## config.mk

```make
export PLATFORM = sky130hd
export DESIGN_NAME = snoop_responder
export DESIGN_NICKNAME = d
export VERILOG_FILES = /design/src/rtl/snp_pkg.sv /design/src/rtl/snp_tag_array.sv /design/src/rtl/snp_eval.sv /design/src/rtl/snp_seq.sv /design/src/rtl/snoop_responder.sv
export SDC_FILE = /design/constraint.sdc
export NUM_CORES = 1
export LEC_CHECK = 0
export BUFFER_PORTS_ARGS = -buffer_cell sky130_fd_sc_hd__buf_2
export CAP_MARGIN = 20
export CORE_MARGIN = 2
export CORE_UTILIZATION = 65
export CTS_BUF_LIST = sky130_fd_sc_hd__clkbuf_2 sky130_fd_sc_hd__clkbuf_4 sky130_fd_sc_hd__clkbuf_8
export DETAILED_ROUTE_END_ITERATION = 8
export PLACE_DENSITY = 0.95
export SLEW_MARGIN = 20
export SYNTH_ARGS = -nofsm -noshare
export SYNTH_HDL_FRONTEND = slang
export SYNTH_SLANG_ARGS = --single-unit
```

## constraint.sdc

```tcl
create_clock -name clk -period 7.95 [get_ports clk]
set_clock_uncertainty 0.05 [all_clocks]
set_input_delay 0.795 -clock clk [delete_from_list [all_inputs] [get_ports clk]]
set_output_delay 0.795 -clock clk [all_outputs]
set_load 0.01 [all_outputs]
```

## src/rtl/snp_pkg.sv

```systemverilog
package snp_pkg;
  typedef enum logic [1:0] {
    ST_I = 2'b00,
    ST_S = 2'b01,
    ST_E = 2'b10,
    ST_M = 2'b11
  } mesi_t;

  typedef enum logic [1:0] {
    ACQ_AHOLD = 2'b00,
    ACQ_BOFF  = 2'b01,
    ACQ_HOLD  = 2'b10,
    ACQ_RSVD  = 2'b11
  } acq_t;

  typedef enum logic [1:0] {
    SQ_IDLE,
    SQ_LOOK,
    SQ_WAIT,
    SQ_BURST
  } seq_t;
endpackage

```

## src/rtl/snp_tag_array.sv

```systemverilog
module snp_tag_array
  import snp_pkg::*;
#(
  parameter int IDX_W = 3,
  parameter int TAG_W = 24,
  localparam int DEPTH = 1 << IDX_W,
  localparam int ENT_W = TAG_W + 2
) (
  input  logic             clk,
  input  logic             rd_en,
  input  logic [IDX_W-1:0] rd_idx,
  output logic [TAG_W-1:0] rd_tag,
  output mesi_t            rd_st,
  input  logic             we,
  input  logic [IDX_W-1:0] wr_idx,
  input  logic [TAG_W-1:0] wr_tag,
  input  mesi_t            wr_st
);
  logic [ENT_W-1:0] mem [DEPTH];
  logic [ENT_W-1:0] rd_q;

  // one write port, one registered read port
  always_ff @(posedge clk) begin
    if (we) mem[wr_idx] <= {wr_tag, wr_st};
    if (rd_en) rd_q <= mem[rd_idx];
  end

  assign rd_tag = rd_q[ENT_W-1:2];
  assign rd_st  = mesi_t'(rd_q[1:0]);
endmodule

```

## src/rtl/snp_eval.sv

```systemverilog
module snp_eval
  import snp_pkg::*;
#(
  parameter int LADDR_W = 27,
  parameter int IDX_W   = 3,
  localparam int TAG_W  = LADDR_W - IDX_W
) (
  input  logic [LADDR_W-1:0] line_q,
  input  logic               par_q,
  input  logic               inv_q,
  input  logic [TAG_W-1:0]   rd_tag,
  input  mesi_t              rd_st,
  output logic               par_err,
  output logic               hit,
  output logic               modified,
  output mesi_t              nxt_st
);
  logic tag_eq;

  always_comb begin
    par_err  = (^line_q) != par_q;
    tag_eq   = rd_tag == line_q[LADDR_W-1:IDX_W];
    hit      = tag_eq && (rd_st != ST_I) && !par_err;
    modified = hit && (rd_st == ST_M);
    nxt_st   = inv_q ? ST_I : ST_S;
  end
endmodule

```

## src/rtl/snp_seq.sv

```systemverilog
module snp_seq
  import snp_pkg::*;
#(
  parameter int BEATS    = 4,
  parameter int AH_DELAY = 2,
  localparam int BEAT_W  = $clog2(BEATS),
  localparam int CNT_W   = $clog2(AH_DELAY + 1)
) (
  input  logic              clk,
  input  logic              rst,
  input  logic              strobe,
  input  acq_t              mode,
  input  logic              bus_held,
  input  logic              burst_rdy,
  input  logic              hit,
  input  logic              modified,
  input  logic              par_err,
  output logic              accept,
  output logic              upd_we,
  output logic              hit_o,
  output logic              hitm_o,
  output logic              apchk_o,
  output logic              wb_active,
  output logic [BEAT_W-1:0] wb_beat
);
  seq_t             st;
  logic [CNT_W-1:0] cnt;
  logic             last_beat;

  assign last_beat = wb_beat == BEAT_W'(BEATS - 1);
  assign accept    = strobe && ((st == SQ_IDLE) ||
                     (st == SQ_BURST && burst_rdy && last_beat));
  assign upd_we    = (st == SQ_LOOK) && hit;
  assign wb_active = st == SQ_BURST;

  always_ff @(posedge clk) begin
    if (rst) begin
      st      <= SQ_IDLE;
      hit_o   <= 1'b0;
      hitm_o  <= 1'b0;
      apchk_o <= 1'b0;
      wb_beat <= '0;
      cnt     <= '0;
    end else begin
      hit_o   <= 1'b0;
      apchk_o <= 1'b0;
      case (st)
        SQ_IDLE: if (accept) st <= SQ_LOOK;
        SQ_LOOK: begin
          hit_o   <= hit;
          apchk_o <= par_err;
          if (modified) begin
            hitm_o  <= 1'b1;
            cnt     <= '0;
            wb_beat <= '0;
            st      <= SQ_WAIT;
          end else begin
            st <= SQ_IDLE;
          end
        end
        SQ_WAIT: begin
          if (mode == ACQ_AHOLD) begin
            if (cnt == CNT_W'(AH_DELAY - 1)) st <= SQ_BURST;
            else cnt <= cnt + 1'b1;
          end else if (!bus_held) begin
            st <= SQ_BURST;
          end
        end
        SQ_BURST: begin
          if (burst_rdy) begin
            if (last_beat) begin
              hitm_o <= 1'b0;
              st     <= accept ? SQ_LOOK : SQ_IDLE;
            end else begin
              wb_beat <= wb_beat + 1'b1;
            end
          end
        end
        default: st <= SQ_IDLE;
      endcase
    end
  end

  assert_resp_timing_R2: assert property (@(posedge clk) disable iff (rst)
    (hit_o || apchk_o) |-> $past(strobe, 2));
  assert_hitm_with_hit_R6: assert property (@(posedge clk) disable iff (rst)
    $rose(hitm_o) |-> hit_o);
  assert_wb_under_hitm_R6: assert property (@(posedge clk) disable iff (rst)
    wb_active |-> hitm_o);
  assert_beat_hold_R6: assert property (@(posedge clk) disable iff (rst)
    (wb_active && !burst_rdy) |=> $stable(wb_beat));
  assert_perr_quiet_R11: assert property (@(posedge clk) disable iff (rst)
    apchk_o |-> (!hit_o && !$rose(hitm_o)));
  assert_ahold_launch_R7: assert property (@(posedge clk) disable iff (rst)
    ($rose(wb_active) && mode == ACQ_AHOLD) |-> ($past(hitm_o) && !$past(hit_o)));
  assert_hold_launch_R8: assert property (@(posedge clk) disable iff (rst)
    ($rose(wb_active) && mode != ACQ_AHOLD) |-> !$past(bus_held));
endmodule

```

## src/rtl/snoop_responder.sv

```systemverilog
module snoop_responder
  import snp_pkg::*;
#(
  parameter int LADDR_W  = 27,
  parameter int IDX_W    = 3,
  parameter int BEATS    = 4,
  parameter int AH_DELAY = 2,
  localparam int TAG_W   = LADDR_W - IDX_W,
  localparam int BEAT_W  = $clog2(BEATS)
) (
  input  logic               clk,
  input  logic               rst,
  input  logic               snp_strobe,
  input  logic [LADDR_W-1:0] snp_line,
  input  logic               snp_par,
  input  logic               snp_inv,
  input  logic [1:0]         acq_mode,
  input  logic               bus_held,
  input  logic               addr_hold,
  input  logic               burst_rdy,
  input  logic               fill_we,
  input  logic [LADDR_W-1:0] fill_line,
  input  logic [1:0]         fill_state,
  output logic               hit,
  output logic               hitm,
  output logic               apchk,
  output logic               wb_active,
  output logic [LADDR_W-1:0] wb_line,
  output logic [BEAT_W-1:0]  wb_beat,
  output logic               addr_oe
);
  logic [LADDR_W-1:0] line_q;
  logic               par_q, inv_q;
  acq_t               mode_q;
  logic               accept, upd_we;
  logic [TAG_W-1:0]   rd_tag;
  mesi_t              rd_st, nxt_st;
  logic               lk_hit, lk_mod, lk_perr;
  logic               we;
  logic [IDX_W-1:0]   wr_idx;
  logic [TAG_W-1:0]   wr_tag;
  mesi_t              wr_st;

  always_ff @(posedge clk) begin
    if (rst) begin
      line_q  <= '0;
      par_q   <= 1'b0;
      inv_q   <= 1'b0;
      mode_q  <= ACQ_AHOLD;
      addr_oe <= 1'b1;
    end else begin
      addr_oe <= !addr_hold;
      if (accept) begin
        line_q <= snp_line;
        par_q  <= snp_par;
        inv_q  <= snp_inv;
        mode_q <= acq_t'(acq_mode);
      end
    end
  end

  // the snoop update wins over a fill in the same cycle
  always_comb begin
    we     = upd_we || fill_we;
    wr_idx = upd_we ? line_q[IDX_W-1:0] : fill_line[IDX_W-1:0];
    wr_tag = upd_we ? line_q[LADDR_W-1:IDX_W] : fill_line[LADDR_W-1:IDX_W];
    wr_st  = upd_we ? nxt_st : mesi_t'(fill_state);
  end

  assign wb_line = line_q;

  snp_tag_array #(.IDX_W(IDX_W), .TAG_W(TAG_W)) u_arr (
    .clk(clk), .rd_en(accept), .rd_idx(snp_line[IDX_W-1:0]),
    .rd_tag(rd_tag), .rd_st(rd_st),
    .we(we), .wr_idx(wr_idx), .wr_tag(wr_tag), .wr_st(wr_st)
  );

  snp_eval #(.LADDR_W(LADDR_W), .IDX_W(IDX_W)) u_eval (
    .line_q(line_q), .par_q(par_q), .inv_q(inv_q),
    .rd_tag(rd_tag), .rd_st(rd_st),
    .par_err(lk_perr), .hit(lk_hit), .modified(lk_mod), .nxt_st(nxt_st)
  );

  snp_seq #(.BEATS(BEATS), .AH_DELAY(AH_DELAY)) u_seq (
    .clk(clk), .rst(rst), .strobe(snp_strobe), .mode(mode_q),
    .bus_held(bus_held), .burst_rdy(burst_rdy),
    .hit(lk_hit), .modified(lk_mod), .par_err(lk_perr),
    .accept(accept), .upd_we(upd_we),
    .hit_o(hit), .hitm_o(hitm), .apchk_o(apchk),
    .wb_active(wb_active), .wb_beat(wb_beat)
  );

  assert_oe_follow_R12: assert property (@(posedge clk) disable iff (rst)
    addr_hold |=> !addr_oe);
  assert_oe_release_R12: assert property (@(posedge clk) disable iff (rst)
    !addr_hold |=> addr_oe);
endmodule

```

### After elaboration in Yosys (flattened, before gate mapping)

Memory sizes are Yosys's and may differ from the RTL's. A register that Yosys moved wholly into a read port is not among the register bits.
Index checks and enable logic that the tools add are counted.

| cells by class | value |
|---|---|
| add/subtract/negate cells | 2 |
| bitwise gates (word level) | 1 |
| reductions and logical operators | 22 |
| eq/ne operators | 17 |
| muxes and demuxes | 26 |

Operators with widths:

| kind | count |
|---|---|
| 27-bit XOR reduction | 1 |
| 2-bit 2-to-1 mux | 13 |
| 24-bit == test | 1 |
| 24-bit 2-to-1 mux | 1 |
| 4-bit AND reduction | 3 |
| 2-bit == test, second input constant | 4 |
| 2-bit inequality test, second input constant | 4 |
| 2-bit one-hot mux with 2 select lines | 2 |
| 2-bit one-hot mux with 4 select lines | 1 |
| 1-bit logical AND | 7 |
| 1-bit 2-to-1 mux | 7 |
| 2-bit by 1-bit inequality test with 1-bit output, second input constant | 3 |
| 2-bit nonzero test | 3 |
| 5-bit AND reduction | 1 |
| 2-bit by 1-bit adder with 2-bit output, second input constant | 2 |
| 2-bit by 1-bit == test with 1-bit output, second input constant | 2 |
| 2-bit logical NOT | 2 |
| 3-bit 2-to-1 mux | 1 |
| 3-bit by 2-bit inequality test with 1-bit output, second input constant | 1 |
| 3-bit inequality test, second input constant | 1 |
| 1-bit logical NOT | 2 |
| 1-bit logical OR | 2 |
| 1-bit one-hot mux with 2 select lines | 1 |
| 2-bit OR reduction | 1 |
| 2 further kinds | 2 |

| storage, ports and cells | value |
|---|---|
| input port bits | 67 |
| memories kept | 1 |
| flip-flop bits (word level) | 41 |
| output and inout bits | 34 |
| memory bits (writable) | 208 |

Memory list:

| memory | depth | bits a word | read ports | clocked after Yosys merged registers in | write ports | line | source |
|---|---|---|---|---|---|---|---|
| u_arr.mem | 8 | 26 | 1 | 1 | 1 | snp_tag_array.sv:19 | `logic [ENT_W-1:0] mem [DEPTH];` |

### Longest topological paths before layout

| logic depth | value |
|---|---|
| word-level depth | 9 |
| gate-level depth with buffers | 9 |
| depth with buffers taken out | 7 |

### Cells and area by module

A second synthesis with hierarchy kept.

| unflattened totals | value |
|---|---|
| cells, all modules | 591 |
| area, all modules | 11461.0 µm² |

By module, submodules not included:

| module | area each (µm²) | times used | cells each |
|---|---|---|---|
| snp_tag_array | 8823.5 | 1 | 340 |
| snoop_responder | 1631.6 | 1 | 135 |
| snp_eval | 551.8 | 1 | 65 |
| snp_seq | 454.2 | 1 | 51 |

### Worst setup path after synthesis

OpenSTA, ideal clock, no wires.

| timing path | value |
|---|---|
| path type | register to register |
| from | register line_q[21], in the netlist wb_line[21] |
| to | memory u_arr.mem[4][0] (netlist bit) (enable) |
| cell stages (with the launch flop) | 8 |
| required time | 7.455 ns |
| data arrival time | 3.621 ns |
| path buffers | 1 |
| setup slack | 3.834 ns |
| clock period less this slack | 4.116 ns |
| cell sequence | dfxtp_1 > xnor2_1 > nand4_1 > or4_1 > nor4_2 > nand2_2 > buf_2 > o21ai_0 |

| between the ends | value |
|---|---|
| word-level cells in the longest chain between the ends | 8 |

Ends and longest elaborated chain:

| element | line | source |
|---|---|---|
| start, declared | snoop_responder.sv:32 | `logic [LADDR_W-1:0] line_q;` |
| start signal, assigned | snoop_responder.sv:54 | `line_q <= snp_line;` |
| 27-bit XOR reduction | snp_eval.sv:21 | `par_err = (^line_q) != par_q;` |
| 1-bit inequality test | snp_eval.sv:21 |  |
| 1-bit logical NOT | snp_eval.sv:23 | `hit = tag_eq && (rd_st != ST_I) && !par_err;` |
| 1-bit logical AND * | snp_eval.sv:23 |  |
| 1-bit logical AND * | snp_seq.sv:33 | `assign upd_we = (st == SQ_LOOK) && hit;` |
| 1-bit logical OR | snoop_responder.sv:64 | `we = upd_we \|\| fill_we;` |
| 1-bit 2-to-1 mux | snp_tag_array.sv:24 | `if (we) mem[wr_idx] <= {wr_tag, wr_st};` |
| 1-bit 2-to-1 mux (not written as such) | snp_tag_array.sv:24 |  |
| end, declared | snp_tag_array.sv:19 |  |

Mark *: on every way between the ends. The rest lies on a longest branch, timed or not.

### Worst setup path after layout

| timing path | value |
|---|---|
| from | register line_q[2], in the netlist wb_line[2] |
| to | memory u_arr.mem[7][13] (netlist bit) (enable) |

| between the ends | value |
|---|---|
| word-level cells in the longest chain between the ends | 8 |

Ends and longest elaborated chain:

| element | line |
|---|---|
| 27-bit XOR reduction | snp_eval.sv:21 |
| 1-bit inequality test | snp_eval.sv:21 |
| 1-bit logical NOT | snp_eval.sv:23 |
| 1-bit logical AND | snp_eval.sv:23 |
| 1-bit logical AND | snp_seq.sv:33 |
| 1-bit logical OR | snoop_responder.sv:64 |
| 1-bit 2-to-1 mux | snp_tag_array.sv:24 |
| 1-bit 2-to-1 mux (not written as such) | snp_tag_array.sv:24 |

Parallel ways exist; a longest one is shown, timed or not.

==> reports/metrics.yaml <==
postSynth.asyncResetShare_pct: 0
crit_type: "reg -> reg"
clk_latency_ns: 0.55
viasPerCell: 6.45
hold_path.class: "in -> reg"
setup_viol: 0
drt_first_pass_iters: 5
initial_core_util_pct: 66.9
top_level_ports: 101
wl_per_cell_um: 26.3
n_fill_cell: 837
relSlewSlack_pct: 44.7
numCtsBuffers: 42
setup_ws_ns: 3.83
layout_common_cells: "edfxtp_1 (234), buf_2 (99), nand2_1 (71), mux4_2 (52), clkbuf_8 (52)"
synth.cell_area_um2: 11100
final_core_util_pct: 77.3
clockBufferDepth: 3
post_cts_resized: 0
grt_max_degree: 54
drtIter0Drc: 806
seq_area_frac_synth_pct: 70.4
rsz0062_at_grt: "no"
p_leak_nw: 4.53
placed_cells: 937
peakVddDrop_mv: 0.176
cp_max_fo: 26
syn2layout_area_growth_pct: 15.4
clk_pin_slew_ns: 0.07
tightest_slew_ns: 0.830
fmax_mhz: 243
drv_slew: 0
clock_sinks: 275
ys.flop_type: "edfxtp_1"
cts_setup_buffers: 0
hold_buffers: 0
fin_crit_sh_pct: 51.8
pre_cts_slack_ns: 3.95
drc: 0
instances_no_fill: 1018
endpoint_kind: "register"
gp_congestion: 0.808
synth_top_area_share_pct: 63.1
fin_setup_tns_ns: 0
crit_required_ns: 8.10
syn_nets: 711
final_common_cell: "edfxtp_1"
arrival_ns: 4.27
htree_levels: 2
final_hold_viol_count: 0
die-height_um: 135
whs_ns: 0.374
antenna_left: 0
synth_edf_count: 234
die-width_um: 135
drive_gt1_share_pct: 37.3
root_buffer: "clkbuf_8"
via_count: 6570
core-area_um2: 16600
grt_overflow: 0
num_rows: 47
ys_top_cells_by_area: "edfxtp_1 (63%), mux4_2 (11%), dfxtp_1 (7.4%)"
grt_pass1_wl_um: 39100
outcome: "finished clean"
grt_pass1_vias: 6789
fin_nets: 834
ys_seq_elements: 275
diodes: 0
layout_min_cycle_time_ns: 4.12
drt_wl_total_um: 26800
power_density_nw_per_um2: 240
synth_top_area_cell: "edfxtp_1"
ys_types: 44
dp_hpwl_um: 15500
synth.avg_cell_area_um2: 17.4
cts_tree: "done"
gr-usage-all-layers_pct: 29.6
startpoint_type: "register"
antenna_found_initial: 0
portBuffers: 100
dieArea_um2: 18200
syn_inst: 642
cap_violations: 0
yosysWarnings: 0
-- layer usage --
metal | GRT usage [%] | vias up | wire (µm)
met2 | 48.9 | 510 | 13500
met1 | 38.1 | 3253 | 9490
met3 | 7.58 | 69 | 2910
met5 | 0 | - | 0
met4 | 12.2 | 0 | 888
li1 | - | 2738 | -
-- synth_stat cells (2+ instances only) --
cell,number
buf_1,2
nand3b_1,7
mux4_2,52
nor4b_1,2
a21oi_1,36
buf_2,7
edfxtp_1,234
or3_1,3
nand2_1,71
nand4_1,4
nand3_1,4
clkbuf_1,18
nor2_1,8
nor3_1,3
ha_1,2
mux2_2,50
buf_4,4
dfxtp_1,41
xor2_1,19
a21o_1,2
and2_1,2
nor2b_1,3
buf_6,2
o21ai_0,7
xnor2_1,27
nor3b_1,2
nor4_1,7
inv_1,7
-- state kept, by name, summed over array words and instances, names as in the netlist, named ones only --
name and count:
mode_q 2, u_seq.cnt 2, u_seq.hit_o 1, u_seq.st 1, par_q 1, u_arr.rd_q 26, addr_oe 1, wb_line 27
inv_q 1, u_arr.mem 208, u_seq.wb_beat 2, u_seq.apchk_o 1, u_seq.hitm_o 1
-- worst paths after layout --
kind | startpoint | to | slack, ns | cells past startpoint
max | wb_line[2]$_SDFFE_PP0P_ | u_arr.mem[7][13]$_DFFE_PP_ | 3.83 | 8
min | addr_hold | addr_oe$_SDFF_PP1_ | 0.37 | 2
max reg2reg | wb_line[2]$_SDFFE_PP0P_ | u_arr.mem[7][13]$_DFFE_PP_ | 3.83 | 8
min reg2reg | mode_q[1]$_SDFFE_PP0P_ | mode_q[1]$_SDFFE_PP0P_ | 0.43 | 2
-- stage by stage --
step / cell area (µm²) / power (mW)
2_1_floorplan: 11100 / 1.83
3_3_place_gp: 11900 / 1.90
3_5_place_dp: 11900 / 1.92
4_1_cts: 12700 / 3.09
5_1_grt: 12900 / 3.17
6_report: 12900 / 3.09
-- critical path: stages (launching register included) --
cell     delay (ns)
dfxtp_1        0.58
xnor2_1        0.16
xnor2_1        0.32
xnor3_1        0.39
xnor3_2        0.28
nand2_2        0.43
buf_4          0.47
mux2i_4        0.61
buf_4          0.45
-- power by group --
part           switching [mW]  internal [mW]
sequential             0.0293           1.62
combinational           0.144          0.116
clock                   0.527          0.659
-- kinds of logic after synthesis --
| logic type | synth area share (%) |
|---|---|
| AO/OA/AOI/OAI | 2.39 |
| XOR/XNOR | 4.18 |
| adder cells (fa/ha/maj) | 0.225 |
| buffers and inverters | 1.70 |
| flip-flops | 70.4 |
| multiplexers | 15.7 |
| AND/OR/NAND/NOR | 5.40 |
-- cell type report --
class | instances | area [µm²] | share of cell area, %
Clock buffer | 67 | 828 | 6.44
Clock inverter | 10 | 40.0 | 0.311
Inverter | 7 | 26.3 | 0.204
Multi-Input combinational cell | 327 | 3170 | 24.6
Sequential cell | 275 | 7850 | 61.0
Tap cell | 220 | 275 | 2.14
Timing Repair Buffer | 112 | 677 | 5.26
Power figures use the tool's default switching activity.
